--- src/rtl/ecp_rev_pkg.sv ---
package ecp_rev_pkg;
    typedef enum logic [1:0] {
        ST_IDLE  = 2'd0,
        ST_HOLD  = 2'd1,
        ST_ACK   = 2'd2,
        ST_FAULT = 2'd3
    } rx_state_e;
endpackage

--- src/rtl/ecp_line_sync.sv ---
module ecp_line_sync #(
    parameter int   STAGES  = 2,
    parameter logic RST_VAL = 1'b0
) (
    input  logic clk,
    input  logic rst_n,
    input  logic d_i,
    output logic q_o
);
    logic [STAGES-1:0] chain_q;

    always_ff @(posedge clk or negedge rst_n) begin
        if (!rst_n) chain_q <= {STAGES{RST_VAL}};
        else        chain_q <= {chain_q[STAGES-2:0], d_i};
    end

    assign q_o = chain_q[STAGES-1];
endmodule

--- src/rtl/ecp_rev_fsm.sv ---
module ecp_rev_fsm
    import ecp_rev_pkg::*;
#(
    parameter int TIMEOUT_CYC = 1024
) (
    input  logic clk,
    input  logic rst_n,
    input  logic pclk_s_i,
    input  logic space_i,
    output logic host_ack_o,
    output logic capture_o,
    output logic push_o,
    output logic err_o
);
    localparam int CW = $clog2(TIMEOUT_CYC + 1);

    rx_state_e       state_q, state_d;
    logic            pclk_prev_q;
    logic [CW-1:0]   cnt_q;
    logic            line_fell;
    logic            expired;

    assign line_fell = pclk_prev_q && !pclk_s_i;
    assign expired   = (cnt_q == CW'(TIMEOUT_CYC - 1));

    always_comb begin
        state_d = state_q;
        unique case (state_q)
            ST_IDLE:  if (line_fell) state_d = ST_HOLD;
            ST_HOLD:  if (space_i)   state_d = ST_ACK;
            ST_ACK: begin
                if (pclk_s_i)     state_d = ST_IDLE;
                else if (expired) state_d = ST_FAULT;
            end
            ST_FAULT: state_d = ST_IDLE;
            default:  state_d = ST_IDLE;
        endcase
    end

    always_ff @(posedge clk or negedge rst_n) begin
        if (!rst_n) begin
            state_q     <= ST_IDLE;
            pclk_prev_q <= 1'b0;
            cnt_q       <= '0;
        end else begin
            state_q     <= state_d;
            pclk_prev_q <= pclk_s_i;
            if (state_q == ST_ACK) cnt_q <= cnt_q + CW'(1);
            else                   cnt_q <= '0;
        end
    end

    always_comb begin
        host_ack_o = (state_q == ST_ACK);
        capture_o  = (state_q == ST_IDLE) && line_fell;
        push_o     = (state_q == ST_ACK) && pclk_s_i;
        err_o      = (state_q == ST_FAULT);
    end

    // acknowledge only rises when the stream had room
    p_ack_needs_space_r4: assert property (@(posedge clk) disable iff (!rst_n)
        $rose(host_ack_o) |-> $past(space_i));

    // acknowledge only falls after a push or into the error state
    p_ack_fall_cause_r7: assert property (@(posedge clk) disable iff (!rst_n)
        $fell(host_ack_o) |-> ($past(push_o) || err_o));

    // the data phase is entered from idle only
    p_enter_from_idle_r8: assert property (@(posedge clk) disable iff (!rst_n)
        (state_q == ST_HOLD && $past(state_q) != ST_HOLD) |-> $past(state_q) == ST_IDLE);
endmodule

--- src/rtl/ecp_rev_outbuf.sv ---
module ecp_rev_outbuf #(
    parameter int DATA_W = 8
) (
    input  logic              clk,
    input  logic              rst_n,
    input  logic [DATA_W-1:0] data_i,
    input  logic              capture_i,
    input  logic              push_i,
    input  logic              ready_i,
    output logic              valid_o,
    output logic [DATA_W-1:0] data_o,
    output logic              space_o
);
    logic [DATA_W-1:0] cap_q;
    logic [DATA_W-1:0] data_q;
    logic              valid_q;

    always_ff @(posedge clk or negedge rst_n) begin
        if (!rst_n) begin
            cap_q   <= '0;
            data_q  <= '0;
            valid_q <= 1'b0;
        end else begin
            if (capture_i) cap_q <= data_i;
            if (push_i) begin
                data_q  <= cap_q;
                valid_q <= 1'b1;
            end else if (ready_i) begin
                valid_q <= 1'b0;
            end
        end
    end

    assign valid_o = valid_q;
    assign data_o  = data_q;
    assign space_o = !valid_q || ready_i;

    // a push never lands on an occupied, stalled register
    p_no_overflow_r4: assert property (@(posedge clk) disable iff (!rst_n)
        push_i |-> (!valid_q || ready_i));

    // stalled data is held
    p_hold_stable_r6: assert property (@(posedge clk) disable iff (!rst_n)
        (valid_q && !ready_i) |=> (valid_q && $stable(data_q)));
endmodule

--- src/rtl/ecp_rev_rx.sv ---
module ecp_rev_rx #(
    parameter int DATA_W      = 8,
    parameter int SYNC_STAGES = 2,
    parameter int TIMEOUT_CYC = 1024
) (
    input  logic              clk,
    input  logic              rst_n,
    input  logic [DATA_W-1:0] rev_data_i,
    input  logic              periph_clk_i,
    output logic              host_ack_o,
    output logic              byte_valid_o,
    input  logic              byte_ready_i,
    output logic [DATA_W-1:0] byte_data_o,
    output logic              timeout_err_o
);
    logic pclk_s;
    logic space;
    logic capture;
    logic push;

    ecp_line_sync #(.STAGES(SYNC_STAGES), .RST_VAL(1'b0)) u_sync (
        .clk   (clk),
        .rst_n (rst_n),
        .d_i   (periph_clk_i),
        .q_o   (pclk_s)
    );

    ecp_rev_fsm #(.TIMEOUT_CYC(TIMEOUT_CYC)) u_fsm (
        .clk        (clk),
        .rst_n      (rst_n),
        .pclk_s_i   (pclk_s),
        .space_i    (space),
        .host_ack_o (host_ack_o),
        .capture_o  (capture),
        .push_o     (push),
        .err_o      (timeout_err_o)
    );

    ecp_rev_outbuf #(.DATA_W(DATA_W)) u_out (
        .clk       (clk),
        .rst_n     (rst_n),
        .data_i    (rev_data_i),
        .capture_i (capture),
        .push_i    (push),
        .ready_i   (byte_ready_i),
        .valid_o   (byte_valid_o),
        .data_o    (byte_data_o),
        .space_o   (space)
    );

    // a new stream byte appears exactly when the acknowledge drops
    p_push_with_ack_fall_r5: assert property (@(posedge clk) disable iff (!rst_n)
        ($rose(byte_valid_o)) |-> $fell(host_ack_o));
endmodule

--- config.mk ---
export PLATFORM = sky130hd
export DESIGN_NAME = ecp_rev_rx
export DESIGN_NICKNAME = d
export VERILOG_FILES = /design/src/rtl/ecp_rev_pkg.sv /design/src/rtl/ecp_line_sync.sv /design/src/rtl/ecp_rev_fsm.sv /design/src/rtl/ecp_rev_outbuf.sv /design/src/rtl/ecp_rev_rx.sv
export SDC_FILE = /design/constraint.sdc
export NUM_CORES = 1
export LEC_CHECK = 0
export BUFFER_PORTS_ARGS = -buffer_cell sky130_fd_sc_hd__buf_2
export CAP_MARGIN = 10
export CORE_MARGIN = 8
export CORE_UTILIZATION = 52
export CTS_BUF_LIST = sky130_fd_sc_hd__clkbuf_4
export DETAILED_ROUTE_END_ITERATION = 8
export PLACE_DENSITY = 0.77
export SYNTH_ARGS = -nofsm -noshare
export SYNTH_HDL_FRONTEND = slang
export SYNTH_HIERARCHICAL = 1
export SYNTH_SLANG_ARGS = --single-unit
--- constraint.sdc ---
create_clock -name clk -period 1.66 [get_ports clk]
set_clock_uncertainty 0.1 [all_clocks]
set_input_delay 0.498 -clock clk [delete_from_list [all_inputs] [get_ports clk]]
set_output_delay 0.498 -clock clk [all_outputs]
set_load 0.1 [all_outputs]
==> metrics.md, run 1 <==
| Metric | Value |
|---|---|
| Port Buffers | `22` |
| Avg WL per Cell | `between 15 and 20 um` |
| Setup ws final | `-130 ps` |
| GRT Total Usage | `~14%` |
| Nets | `156` |
| DR pass1 iterations | `4` |
| EDFF count, synth | `0` |
| Initial Util | `53.1%` |
| Worst Path Required | `between 1000 and 1500 ps` |
| Min-delay worst type | `in2async` |
| Predominant post-synthesis flop cell | `dfrtp_1` |
| ANT cells | `0` |
| Post-synth net total | `~120` |
| Top Ports | `23` |
| Final Hold Slack | `roughly 60 ps` |
| Register bit total from synthesis | `33` |
| Clock H-tree levels | `2` |
| DR vias | `about 950` |
| Total grt overflow | `0` |
| Final min period | `1790 ps` |
| DRC Markers | `0` |
| Area leader, netlist | `dfrtp_1` |
| Least-Margin Pin Slew | `~400 ps` |
| Iter 0 DRT Violations | `31` |
| Endpoints failing hold | `0` |
| Root Buffer | `clkbuf_4` |
| CP Class | `reg2out` |
| Cell with the most instances after synthesis | `dfrtp_1` |
| Status | `finished, violations left` |
| Startpoint types | `flip-flop` |
| Setup WS pre-CTS | `-10.3 ps` |
| Layout filler cell count | `about 180` |
| First-pass GRT wire length | `around 4.7 mm` |
| RSZ-0062 raised after global routing | `true` |
| CTS sink count | `33` |
| Routability Congestion | `approximately 0.73` |
| Max Slew Vio Count | `0` |
| Reg clk slew, reported paths | `roughly 110 ps` |
| Antenna Violating Nets Remaining | `0` |
| Period utilization | `108%` |
| Via/cell ratio | `5.42` |
| Reg2reg end | `u_out/cap_q[0]` |
| Max transition margin | `73.1%` |
| Synth top cells by count | `33 x dfrtp_1, 16 x mux2_4, 6 x a21oi_1` |
| Mapped Cells | `just over 100` |
| WL final | `between 2 and 3 mm` |
| Num rows | `19` |
| Die width | `68.2 um` |
| Library cells used by synthesis | `27` |
| RR Startpoint | `u_fsm/state_q[0]` |
| Mapped Area | `1420 sq um` |
| Hold_buf cts | `0` |
| Die height | `68.2 um` |
| Die ar. | `around 4600 sq um` |
| Post-synthesis async set-or-reset flop share | `between 90% and 100%` |
| Syn-to-layout area delta | `35.3%` |
| TritonCTS buffer count | `5` |
| CP arrival | `between 1000 and 1500 ps` |
| Syn Area/Cell | `13.7 sq um` |
| TritonCTS clock tree | `yes` |
| Failing checks | `setup timing` |
| Antenna violations before repair | `0` |
| Count of final setup violators | `2` |
| Clock latency on the worst-skew pair | `approximately 330 ps` |
| Synth top area share | `58.4%` |
| Crit-path max FO | `2` |
| Top cells by area, synth | `dfrtp_1 58%, mux2_4 17%, a21oi_1 2.1%` |
| Max Cap Viol | `0` |
| Clock buffer depth | `2` |
| Leakage | `around 0.86 nW` |
| PD cells | `1780 nW/um^2` |
| Pin count of the biggest net entering global routing | `34` |
| Number of global-route vias before repair | `about 1,000` |
| CP Capture Type | `primary output` |
| Yosys Warn Count | `6` |
| Core area | `2660 sq um` |
| Worst Setup SP | `u_fsm/state_q[0]` |
| Hpwl dp | `around 1.9 mm` |
| Post-synthesis sequential area ratio | `roughly three fifths` |
| Final Non-Filler Cells | `between 150 and 200` |
| Upper clock frequency limit | `559 MHz` |
| Reg2Reg Setup Slack | `approximately 10 ps` |
| Layout cell share with drive strength beyond 1 | `50.0%` |
| Worst R2R Path Depth | `5` |
| Peak supply drop | `2.03 mV` |
| Placed cells | `157` |
-- metrics by stage --
| step | area (sq um) | utilization (%) | total power (W) | TNS, ps |
|---|---|---|---|---|
| floorplan | 1430 | - | 0.00228 | -3370 |
| global placement | 1750 | 65.6 | 0.00290 | 0 |
| detailed placement | 1750 | 65.6 | 0.00293 | -10.3 |
| CTS | 1860 | 70.0 | 0.00342 | -250 |
| global route | 1910 | 71.9 | 0.00354 | -742 |
| finish | 1910 | 71.9 | 0.00341 | -242 |
-- logic make-up (layout without fill, tap and decap cells) --
| kind of cell | after synthesis | count (layout) | synth area share [%] |
|---|---|---|---|
| fa+ha+maj | 1 | 1 | 0.884 |
| simple gates | 29 | 29 | 12.5 |
| flops | 33 | 33 | 58.4 |
| xor+xnor | 3 | 3 | 1.86 |
| buf+inv | 6 | 47 | 2.65 |
| compound gates | 14 | 14 | 6.10 |
| mux | 17 | 17 | 17.7 |
-- flip-flops by register name, indices dropped and copies added, names as in the netlist --
signal / cells
u_out/data_o: 8
u_out/valid_o: 1
u_fsm/cnt_q: 11
u_sync/chain_q: 2
u_fsm/pclk_prev_q: 1
u_fsm/state_q: 2
u_out/cap_q: 8
-- worst max path at each step --
| stage | depth (start not counted) | end | slack, ps |
|---|---|---|---|
| after floorplan | 6 | u_out/data_o[0] | -390 |
| after global placement | 3 | host_ack_o | 60 |
| after detailed placement | 4 | u_fsm/state_q[0] | -10 |
| after CTS | 3 | host_ack_o | -140 |
| after global routing | 3 | host_ack_o | -190 |
| final | 3 | host_ack_o | -130 |
-- what timing repair did --
| action | 4_1_cts | 5_1_grt |
|---|---|---|
| setup endpoints to repair | 3 | 12 |
| endpoints found under the hold margin | 0 | 0 |
| pin swaps | 1 | 1 |
| resized for setup | 5 | 4 |
| setup buffers | 6 | 4 |
-- power breakdown --
part | switching (W) | internal [W] | total, W | leakage, nW
logic | 0.00104 | 0.000755 | 0.00180 | 0.418
clock network | 0.000270 | 0.000160 | 0.000429 | 0.0310
registers | 0.000190 | 0.000995 | 0.00119 | 0.415
total | 0.00150 | 0.00191 | 0.00341 | 0.865
-- layout make-up --
cell class	count	area, sq um	share of cell area (%)
inverters	3	15.0	0.784
repair buffers	36	392	20.5
flip-flops and latches	33	827	43.2
well taps	31	38.8	2.03
clock buffers	5	37.5	1.96
multi-input cells	64	587	30.7
clock inverters	3	17.5	0.915
-- critical path, stage by stage (launching register included) --
cell and delay, ps:
dfrtp_1 420, nand2b_4 160, clkinvlp_4 100, buf_12 170
-- metal layers --
metal | track usage [%] | vias up | part of all wire (%)
li1 | - | 440 | -
met1 | 15.6 | 477 | 43
met2 | 21.2 | 25 | 49
met3 | 7.20 | 7 | 5.6
met4 | 8.18 | 0 | 2.3
met5 | 0 | - | 0
-- cells in the final DEF, fill, tap and decap left out, drive strengths merged, types with 3 or more instances in the layout --
master  count
clkbuf      5
nand2b      4
dfrtp      33
and2        4
or3         3
a21oi       6
nand2       4
buf        36
o21ai       5
mux2       16
nand3       3
nor2        4
or4         3
Note: power is estimated with default switching activity, not from simulation.
==> run 2: changes to the inputs <==
CORE_MARGIN = 2   (was 8)
==> metrics.md, run 2 (synthesis gave the netlist of run 1 again) <==
| Metric | Value |
|---|---|
| Status | `finished, violations left` |
| Failing checks | `setup timing` |
| Count of final setup violators | `2` |
| Min-delay worst type | `in2async` |
| Commonest cells after routing, fill and taps aside | `31 x dfrtp_1, 16 x mux2_4, 11 x buf_2, 11 x buf_12, 9 x buf_4` |
| CTS sink count | `33` |
| Layout filler cell count | `roughly 150` |
| Slowest CP cell | `dfrtp_2` |
| Initial Util | `between 50% and 60%` |
| Largest register FFs | `11` |
| Iter 0 DRT Violations | `12` |
| Worst Path Required | `roughly 1100 ps` |
| Layout cell share with drive strength beyond 1 | `roughly 48%` |
| Peak supply drop | `1.99 mV` |
| CP peak stage delay | `440 ps` |
| RSZ-0062 raised after global routing | `true` |
| CP arrival | `between 1000 and 1500 ps` |
| Area of the multi-input gates | `between 600 and 700 sq um` |
| Clock latency on the worst-skew pair | `about 330 ps` |
| Port Buffers | `22` |
| Crit-path max FO | `3` |
| Top reg by flops | `u_fsm/cnt_q` |
| Hpwl dp | `1.93 mm` |
| DR pass1 iterations | `5` |
| TritonCTS buffer count | `5` |
| Setup ws final | `-124 ps` |
| Antenna Violating Nets Remaining | `0` |
| Die ar. | `between 3000 and 4000 sq um` |
| Core area | `approximately 2500 sq um` |
| Commonest non-fill, non-tap cell in the layout | `dfrtp_1` |
| Max Slew Vio Count | `0` |
| Endpoints failing hold | `0` |
| Die height | `56.2 um` |
| Least-Margin Pin Slew | `just over 400 ps` |
| Clock H-tree levels | `2` |
| Max Cap Viol | `0` |
| Startpoint types | `flip-flop` |
| Num rows | `18` |
| Upper clock frequency limit | `around 560 MHz` |
| Critical-path cell list | `nand2b_4, clkinvlp_4, buf_12` |
| First-pass GRT wire length | `4.75 mm` |
| DRC Markers | `0` |
| Post-layout util | `~75%` |
| Via/cell ratio | `5.62` |
| Critical path's top delay family | `flip-flops` |
| GRT Total Usage | `between 20% and 30%` |
| Number of global-route vias before repair | `slightly below 1,000` |
| Avg WL per Cell | `~17 um` |
| Final Hold Slack | `roughly 74 ps` |
| Period utilization | `107%` |
| Critical path buffers and inverters | `2` |
| Antenna violations before repair | `0` |
| TritonCTS clock tree | `yes` |
| DR vias | `956` |
| CP Class | `reg2out` |
| CP Capture Type | `primary output` |
| Root Buffer | `clkbuf_4` |
| Syn-to-layout area delta | `33.5%` |
| ANT cells | `0` |
| Pin count of the biggest net entering global routing | `34` |
| Final min period | `1780 ps` |
| Top Ports | `23` |
| Reg clk slew, reported paths | `100 ps` |
| Nets | `approximately 150` |
| Reg2Reg Setup Slack | `roughly 20 ps` |
| Leakage | `0.842 nW` |
| Die width | `56.2 um` |
| Total grt overflow | `0` |
| Routability Congestion | `about 0.75` |
| Max transition margin | `between 70% and 80%` |
| Clock buffer depth | `2` |
| Setup WS pre-CTS | `~1.3 ps` |
| Flip-flop and latch area | `roughly 830 sq um` |
| WL final | `2.96 mm` |
| PD cells | `about 1800 nW/um^2` |
## run 2: cell count changes in the layout (fill, tap and decap cells not counted), sizes merged
cell and change:
clkinvlp -1, clkinv +1, buf -4
## run 2: final timing paths
| path | startpoint | cells after the start | to |
|---|---|---|---|
| max in group asynchronous | rst_n | 2 | u_fsm/state_q[1] |
| max | u_fsm/state_q[0] | 3 | host_ack_o |
| min | rst_n | 2 | u_fsm/cnt_q[9] |
| min reg2reg | u_sync/chain_q[0] | 0 | u_sync/chain_q[1] |
| max reg2reg | u_fsm/cnt_q[1] | 4 | u_fsm/state_q[0] |
| min in group clk | periph_clk_i | 1 | u_sync/chain_q[0] |
## run 2: worst register-to-register path: cells and delay by family (launching register included)
kind / cells / cell delay, ps
simple gates: 2 / 560
flops: 1 / 410
compound gates: 1 / 250
fa+ha+maj: 1 / 230
## run 2: per-stage QoR
step	power [W]	TNS (ps)	instance area, sq um	std cells
floorplan	0.00228	-3370	1430	103
global placement	0.00289	0	1750	157
detailed placement	0.00294	0	1750	157
CTS	0.00340	-263	1840	169
global route	0.00352	-361	1890	170
finish	0.00341	-241	1890	170
## run 2: power by group
part | internal, W | total, W | switching [W] | leakage (nW)
sequential | 0.000996 | 0.00119 | 0.000196 | 0.414
clock | 0.000153 | 0.000413 | 0.000260 | 0.0300
combinational | 0.000752 | 0.00180 | 0.00105 | 0.398
## run 2: per-layer routing
metal  up-vias  GRT usage (%)  part of all wire [%]
met4         0           9.18                   3.4
met1       478           26.6                    42
met3        15           6.74                   3.9
met5         -              0                     0
li1        430              -                     -
met2        33           30.1                    50
## run 2: repair_timing
item,CTS,global route
setup endpoints to repair,2,11
pin swaps,0,1
gates resized for setup,3,6
hold buffers,0,0
setup buffers,4,1
endpoints found under the hold margin,0,0
## run 2: area by class of cell
type / count / share of cell area [%]
clock buffer: 5 / 1.99
clock inverter: 3 / 0.662
sequential: 33 / 43.8
inverter: 3 / 0.795
tap: 30 / 1.99
multi-input combinational: 64 / 32.0
timing repair buffer: 32 / 18.7
==> run 3: changes to the inputs <==
BUFFER_PORTS_ARGS = -buffer_cell sky130_fd_sc_hd__clkbuf_2   (was -buffer_cell sky130_fd_sc_hd__buf_2)
CAP_MARGIN = 20   (was 10)
CORE_MARGIN = 1.5   (was 2)
==> metrics.md, run 3 (synthesis gave the netlist of run 1 again) <==
| Metric | Value |
|---|---|
| Peak supply drop | `1.87 mV` |
| Clock latency on the worst-skew pair | `approximately 340 ps` |
| Port Buffers | `22` |
| Commonest cells after routing, fill and taps aside | `32 x dfrtp_1, 16 x mux2_4, 12 x buf_12` |
| Worst Path Required | `~1100 ps` |
| Layout cell share with drive strength beyond 1 | `between 40 and 50%` |
| CP peak stage delay | `between 400 and 500 ps` |
| Min-delay worst type | `in2reg` |
| Antenna violations before repair | `0` |
| Slowest CP cell | `dfrtp_1` |
| Leakage | `slightly below 0.9 nW` |
| Critical path buffers and inverters | `2` |
| Reg2reg end | `u_out/cap_q[5]` |
| ANT cells | `0` |
| Placed cell areas | `1770 sq um` |
| DR pass1 iterations | `4` |
| PD cells | `around 1800 nW/um^2` |
| Initial Util | `56.1%` |
| TritonCTS clock tree | `yes` |
| Max Cap Viol | `0` |
| Upper clock frequency limit | `558 MHz` |
| TritonCTS buffer count | `5` |
| Fin area | `just under 2000 sq um` |
| Period utilization | `108%` |
| First-pass GRT wire length | `between 4 and 5 mm` |
| Final Hold Slack | `between 150 and 200 ps` |
| Setup WS pre-CTS | `between 15 and 20 ps` |
| Number of global-route vias before repair | `about 950` |
| Failing checks | `setup timing` |
| Num rows | `18` |
| Pin count of the biggest net entering global routing | `34` |
| CP Capture Type | `primary output` |
| Max Slew Vio Count | `0` |
| Reg clk slew, reported paths | `between 100 and 150 ps` |
| Critical path's top delay family | `flip-flops` |
| Die width | `between 50 and 60 um` |
| DRC Markers | `0` |
| RR Startpoint | `u_fsm/state_q[1]` |
| Flip-flop and latch area | `slightly above 800 sq um` |
| Root Buffer | `clkbuf_4` |
| Antenna Violating Nets Remaining | `0` |
| Top reg by flops | `u_fsm/cnt_q` |
| Top Ports | `23` |
| CP Class | `reg2out` |
| Final min period | `1790 ps` |
| Avg WL per Cell | `between 15 and 20 um` |
| RSZ-0062 raised after global routing | `true` |
| DR vias | `940` |
| CTS sink count | `33` |
| Least-Margin Pin Slew | `about 250 ps` |
| Commonest non-fill, non-tap cell in the layout | `dfrtp_1` |
| Nets | `approximately 160` |
| Routability Congestion | `around 0.72` |
| Cell depth of the worst setup path | `3` |
| Max transition margin | `83.1%` |
| Crit-path max FO | `3` |
| Area of the multi-input gates | `roughly 600 sq um` |
| Worst Setup SP | `u_fsm/state_q[0]` |
| Largest register FFs | `11` |
| Core area | `around 2500 sq um` |
| Reg2Reg Setup Slack | `30 ps` |
| CP arrival | `approximately 1200 ps` |
| Startpoint types | `flip-flop` |
| Iter 0 DRT Violations | `24` |
| Total grt overflow | `0` |
| Die ar. | `roughly 3000 sq um` |
| Clock buffer depth | `2` |
| Count of final setup violators | `2` |
| Die height | `55.2 um` |
| Hpwl dp | `between 1.5 and 2 mm` |
| Setup ws final | `-131 ps` |
| Via/cell ratio | `5.40` |
| Layout filler cell count | `between 100 and 150` |
| Syn-to-layout area delta | `35.7%` |
| Endpoints failing hold | `0` |
| Clock H-tree levels | `2` |
| Worst R2R Path Depth | `4` |
| GRT Total Usage | `between 20% and 30%` |
| CP endpoint | `host_ack_o` |
| Critical-path cell list | `nand2b_4, clkinvlp_4, buf_12` |
| WL final | `between 2 and 3 mm` |
| Status | `finished, violations left` |
[run 3: changes by cell type in the layout (fill, tap and decap cells not counted), sizes merged]
cell and delta:
clkbuf +12, clkinv -1, buf -8, dlygate4sd3 +1
[run 3: metal layers]
layer,up-vias,track usage [%],share of wire (%)
li1,437,-,-
met1,457,29.5,43
met2,38,33.7,48
met3,8,8.33,6.3
met4,0,9.35,2.5
met5,-,0,0
[run 3: cell type report]
class	instances	area share [%]
flip-flops and latches	33	43.1
repair buffers	36	21.0
inverters	3	0.782
well taps	30	1.95
clock inverters	2	0.521
clock buffers	6	2.35
multi-input cells	64	30.4
[run 3: what timing repair did]
action	4_1_cts	5_1_grt
hold endpoints to repair	0	18
resized for setup	2	4
buffers inserted	5	3
endpoints found under the setup margin	3	12
pin swaps	0	3
hold buffers	0	1
[run 3: worst register-to-register path, delay by kind of cell (launching register included)]
kind / cells / cell delay [ps]
flops: 1 / 460
buf+inv: 2 / 350
simple gates: 1 / 310
mux: 1 / 310
[run 3: worst min-delay path by stage]
stage                           start  depth (start not counted)           endpoint  slack, ps
CTS                             rst_n                          2     u_fsm/cnt_q[5]        0.2
detailed placement  u_sync/chain_q[0]                          0  u_sync/chain_q[1]        240
floorplan                       rst_n                          0     u_fsm/cnt_q[0]        100
global route             periph_clk_i                          1  u_sync/chain_q[0]        150
global placement    u_sync/chain_q[0]                          0  u_sync/chain_q[1]        230
finish                   periph_clk_i                          1  u_sync/chain_q[0]        170
[run 3: where the power goes]
| group | switching (W) | total [W] | internal (W) |
|---|---|---|---|
| clock network | 0.000272 | 0.000449 | 0.000177 |
| logic | 0.00104 | 0.00180 | 0.000765 |
| registers | 0.000183 | 0.00118 | 0.000996 |
[run 3: through the flow]
step	setup TNS, ps	power [W]	cells	util (%)
after CTS	-222	0.00341	170	74.0
final	-261	0.00343	174	76.1
after global placement	0	0.00289	157	70.0
after global routing	-680	0.00357	174	76.1
after detailed placement	0	0.00292	157	70.0
after floorplan	-3370	0.00228	103	-
